--- src/rtl/fine_ttl_pkg.sv ---
// Package: shared widths and command addresses for the fine-timestamp output.
// Assumes a power-of-two slot count derived from the fine timestamp width.
package fine_ttl_pkg;
    localparam int FINE_W = 3;
    localparam int SLOTS  = 1 << FINE_W;
    localparam int ADDR_W = 2;
    localparam int DATA_W = 2;

    typedef enum logic [ADDR_W-1:0] {
        CMD_LEVEL  = 2'd0,
        CMD_ENABLE = 2'd1
    } cmd_addr_e;
endpackage

--- src/rtl/fine_slot_mask.sv ---
// Module: builds a thermometer mask that is 1 for every slot at or after
// the fine timestamp. Purely combinational; assumes SLOTS == 2**FINE_W.
module fine_slot_mask #(
    parameter int FINE_W = 3,
    localparam int SLOTS = 1 << FINE_W
) (
    input  logic [FINE_W-1:0] fine,
    output logic [SLOTS-1:0]  at_or_after
);
    // One comparator per slot: slot i takes the new level when i >= fine.
    for (genvar i = 0; i < SLOTS; i++) begin : g_slot
        assign at_or_after[i] = (fine <= FINE_W'(i));
    end
endmodule

--- src/rtl/level_word_reg.sv ---
// Module: holds the line level and the registered serializer word. On a
// level write the word mixes old and new level by the slot mask; otherwise
// the word replicates the stored level. Synchronous active-low reset.
module level_word_reg #(
    parameter int SLOTS = 8
) (
    input  logic             clk,
    input  logic             rst_n,
    input  logic             wr,
    input  logic             new_level,
    input  logic [SLOTS-1:0] mask,
    output logic [SLOTS-1:0] word,
    output logic             level
);
    logic [SLOTS-1:0] word_next;

    // Blend: masked slots take the new level, the rest keep the old one.
    always_comb begin
        if (wr) word_next = (mask & {SLOTS{new_level}}) | (~mask & {SLOTS{level}});
        else    word_next = {SLOTS{level}};
    end

    // Register level and word.
    always_ff @(posedge clk) begin
        if (!rst_n) begin
            level <= 1'b0;
            word  <= '0;
        end else begin
            if (wr) level <= new_level;
            word <= word_next;
        end
    end

    // After a cycle without a write the word is uniform.
    assert_uniform_word_R3: assert property (@(posedge clk) disable iff (!rst_n)
        !$past(wr) |-> (word == '0 || word == '1));
endmodule

--- src/rtl/enable_reg.sv ---
// Module: output-enable flag, loaded from one data bit on a write.
// Synchronous active-low reset clears it.
module enable_reg (
    input  logic clk,
    input  logic rst_n,
    input  logic wr,
    input  logic d,
    output logic q
);
    // Load the flag on a write; hold it otherwise.
    always_ff @(posedge clk) begin
        if (!rst_n)  q <= 1'b0;
        else if (wr) q <= d;
    end

    // Flag moves only when written.
    assert_enable_hold_R7: assert property (@(posedge clk) disable iff (!rst_n)
        !$past(wr) |-> $stable(q));
endmodule

--- src/rtl/fine_ttl_out.sv ---
// Module: top of the fine-timestamp TTL output. Decodes strobed commands,
// places level changes at a sub-cycle slot of the serializer word and keeps
// the output-enable flag. Assumes one command per strobed cycle; the word
// is registered, so a change appears one cycle after its strobe.
module fine_ttl_out
    import fine_ttl_pkg::*;
(
    input  logic              clk,
    input  logic              rst_n,
    input  logic              cmd_stb,
    input  logic [ADDR_W-1:0] cmd_addr,
    input  logic [DATA_W-1:0] cmd_data,
    input  logic [FINE_W-1:0] cmd_fine,
    output logic [SLOTS-1:0]  ser_word,
    output logic              out_en
);
    logic             level_wr;
    logic             enable_wr;
    logic             level_q;
    logic [SLOTS-1:0] slot_mask;

    // Address decode for the two writable items.
    always_comb begin
        level_wr  = cmd_stb && (cmd_addr == CMD_LEVEL);
        enable_wr = cmd_stb && (cmd_addr == CMD_ENABLE);
    end

    fine_slot_mask #(.FINE_W(FINE_W)) u_mask (
        .fine        (cmd_fine),
        .at_or_after (slot_mask)
    );

    level_word_reg #(.SLOTS(SLOTS)) u_level (
        .clk       (clk),
        .rst_n     (rst_n),
        .wr        (level_wr),
        .new_level (cmd_data[0]),
        .mask      (slot_mask),
        .word      (ser_word),
        .level     (level_q)
    );

    enable_reg u_enable (
        .clk   (clk),
        .rst_n (rst_n),
        .wr    (enable_wr),
        .d     (cmd_data[0]),
        .q     (out_en)
    );

    // Reset leaves a low word and a cleared enable.
    assert_reset_state_R1: assert property (@(posedge clk) disable iff (!rst_n)
        $past(!rst_n) |-> (ser_word == '0 && !out_en));

    // The slot named by the fine timestamp carries the new level.
    assert_fine_slot_new_R2: assert property (@(posedge clk) disable iff (!rst_n)
        $past(cmd_stb && cmd_addr == 2'd0) |-> ser_word[$past(cmd_fine)] == $past(cmd_data[0]));

    // Earliest slot keeps the old level when the change is later than slot 0.
    assert_early_slot_old_R2: assert property (@(posedge clk) disable iff (!rst_n)
        ($past(cmd_stb && cmd_addr == 2'd0) && $past(cmd_fine) != '0)
        |-> ser_word[0] == $past(ser_word[SLOTS-1]));

    // Enable write lands one cycle after its strobe.
    assert_enable_load_R7: assert property (@(posedge clk) disable iff (!rst_n)
        $past(cmd_stb && cmd_addr == 2'd1) |-> out_en == $past(cmd_data[0]));

    // Unused addresses touch neither level nor enable.
    assert_ignore_addr_R8: assert property (@(posedge clk) disable iff (!rst_n)
        $past(cmd_stb && cmd_addr[1]) |-> (ser_word == {SLOTS{$past(ser_word[SLOTS-1])}} && $stable(out_en)));

    // Level register always matches the latest slot of the word.
    assert_level_tracks_R3: assert property (@(posedge clk) disable iff (!rst_n)
        $past(rst_n) |-> ser_word[SLOTS-1] == level_q);
endmodule

--- config.mk ---
export PLATFORM = sky130hd
export DESIGN_NAME = fine_ttl_out
export DESIGN_NICKNAME = d
export VERILOG_FILES = /design/src/rtl/fine_ttl_pkg.sv /design/src/rtl/fine_slot_mask.sv /design/src/rtl/level_word_reg.sv /design/src/rtl/enable_reg.sv /design/src/rtl/fine_ttl_out.sv
export SDC_FILE = /design/constraint.sdc
export NUM_CORES = 1
export LEC_CHECK = 0
export BUFFER_PORTS_ARGS = -buffer_cell sky130_fd_sc_hd__buf_2
export CAP_MARGIN = 20
export CORE_AREA = 2 2 39 41
export CTS_BUF_LIST = sky130_fd_sc_hd__clkbuf_4 sky130_fd_sc_hd__clkbuf_8 sky130_fd_sc_hd__clkbuf_16
export DETAILED_ROUTE_END_ITERATION = 16
export DIE_AREA = 0 0 41 43
export GPL_TIMING_DRIVEN = 0
export PLACE_DENSITY_LB_ADDON = 0.05
export SETUP_SLACK_MARGIN = 0.3
export SYNTH_ARGS = -nofsm -noshare
export SYNTH_HDL_FRONTEND = slang
export SYNTH_SLANG_ARGS = --single-unit
--- constraint.sdc ---
create_clock -name clk -period 1.2 [get_ports clk]
set_clock_uncertainty 0.15 [all_clocks]
set_input_delay 0.18 -clock clk [delete_from_list [all_inputs] [get_ports clk]]
set_output_delay 0.18 -clock clk [all_outputs]
set_load 0.05 [all_outputs]
==> qor.csv <==
metric;value;unit
outcome;completed;
f_max;930;MHz
Synth Instances;41;
Core Area;1380;um^2
Final Total Pwr;821;uW
Yosys cell types;17;
reg-to-reg startpoint;u_level.level;
Max Cap Viol;0;
Worst Setup End Kind;primary output;
highest-delay cell along the critical path;dfxtp_2;
Syn Nets;51;
worst reg2reg setup slack;170;ps
Seq/Total Area, Yosys;50.6;%
Worst R2R Path Depth;3;
initial DRC count;1;
pin count of the biggest net entering global routing;9;
final setup fails;0;
worst setup path end;out_en;
IO Port Bufs;16;
worst IR drop on VDD;0.556;mV
Placer Congestion;0.646;
Slew HR;80.8;%
drc violations;0;
CTS sink cnt;10;
clk buf depth;2;
Pwr Density;1130;nW/um^2
die area;1760;um^2
Setup TNS;0;ps
Fin Hold WS;73.6;ps
H-tree lvl count;1;
ratio of cells with drive above 1 in the final layout;69.2;%
Syn-to-layout area delta;83.2;%
first-pass GRT wire length;1540;um
initial antenna violation count;0;
Worst Path Buf+Inv;1;
drt wl/cell;11.2;um
syn avg cell area;9.64;um^2
ant diodes;0;
chip height;43;um
row cnt;14;
fillers;143;
Stages on worst setup path;1;
starting density of the core;28.6;%
DRT Pass-1 Iters;4;
vias per cell;4.72;
grt ovf;0;
cells taking the most area after synthesis;dfxtp_1 (51%), a211oi_1 (11%), nor2_1 (9.5%);
dpl hpwl;595;um
leading area contributor after synthesis;dfxtp_1;
mapped cell area;395;um^2
DP Cell Count;73;
Slew Viols, Final;0;
critical path startpoint;u_enable.q;
CP Data Arrival Time;750;ps
Seq cells post-synth;10;
transition time at the pin with the least slew margin;288;ps
Worst-Skew Late Latency;260;ps
GRT Overall Usage;13.1;%
final critical-path share of the clock period;89.6;%
overall die width;41;um
ANT nets after route;0;
CP delay by family, top;flip-flops;
final hold viol count;0;
non-filler cells, final;81;
Leakage Power;0.303;nW
vias in the first global route;357;
CP startpoint kind;flip-flop;
R2R Path End;u_level.word[4];
CTS tree;done;
DR vias;382;
CP Max Fanout;2;
Root Buffer Master;clkbuf_4;
most frequent cells in the layout;nor2_1 (10), dfxtp_2 (10), buf_8 (9);
HP Class;primary input to flip-flop;
crit-path max cell delay;350;ps
WL final;908;um
critical path class;flip-flop to primary output;
Final min period;1080;ps
YS warnings;0;
share of the synthesized area in the top cell type;50.6;%
CP required;870;ps
CP Cell Sequence;buf_8;
Inserted Clock Buffers;3;
clock transition at the registers of the reported paths;70;ps
RSZ-0062 raised after global routing;yes;
num ports;19;
Final #Nets;76;
[state kept, by name (all words and copies together), names as in the netlist]
signal and count:
u_level.word 8, u_enable.q 1, u_level.level 1
[final cells by class]
| cell class | count | area (um^2) | area share [%] |
|---|---|---|---|
| multi-input cells | 30 | 246 | 34.0 |
| repair buffers | 19 | 189 | 26.1 |
| flip-flops and latches | 10 | 213 | 29.4 |
| plain buffers | 2 | 20.0 | 2.76 |
| well taps | 16 | 20.0 | 2.76 |
| clock buffers | 4 | 36.3 | 5.01 |
[logic make-up (layout without fill, tap and decap cells)]
| kind of cell | Yosys count | after routing | synth area share (%) |
|---|---|---|---|
| and+or+nand+nor | 18 | 18 | 26.6 |
| DFF | 10 | 10 | 50.6 |
| muxes | 1 | 1 | 2.53 |
| AOI/OAI and AO/OA | 10 | 11 | 18.0 |
| buffers and inverters | 2 | 25 | 2.21 |
[worst min-delay path by stage]
stage / start / end / slack (ps) / cells after the start
after floorplan: rst_n / u_enable.q / 160 / 1
after global placement: rst_n / u_enable.q / 300 / 2
after detailed placement: rst_n / u_enable.q / 300 / 2
after CTS: rst_n / u_level.word[5] / 70 / 3
after global routing: rst_n / u_enable.q / 70 / 2
final: rst_n / u_enable.q / 70 / 2
[layer usage]
layer | GRT usage [%] | part of all wire [%]
met1 | 18.3 | 44
met2 | 17.2 | 46
met3 | 3.14 | 7.7
met4 | 8.00 | 1.5
met5 | 0 | 0
[what timing repair did]
item,4_1_cts,5_1_grt
endpoints found under the setup margin,18,18
cloned,2,0
setup buffers,2,0
gates resized for setup,24,13
pin swaps,4,2
hold buffers,0,0
[cell usage after synthesis]
cell type and instances:
nand3_1 1, o21ai_2 1, nand3b_1 1, o21ai_0 1
nor3_2 1, nor3b_1 1, nand2_1 2, dfxtp_1 10
nor2b_1 1, nor4b_4 1, clkbuf_1 1, o21a_1 1
a211oi_1 6, a21oi_1 1, mux2i_1 1, nor2_1 10
clkbuf_2 1
[through the flow]
step	utilization (%)	setup WS (ps)	instance area, um^2
4_1_cts	48.9	119	677
3_3_place_gp	38.2	-124	528
6_report	52.4	125	724
3_5_place_dp	38.2	-105	528
5_1_grt	52.4	94.9	724
2_1_floorplan	-	149	428
[where the power goes]
part,total (mW),switching [mW],internal (mW)
logic,0.169,0.0974,0.0717
registers,0.356,0.00857,0.347
clock network,0.296,0.112,0.184
Power figures use the tool's default switching activity.
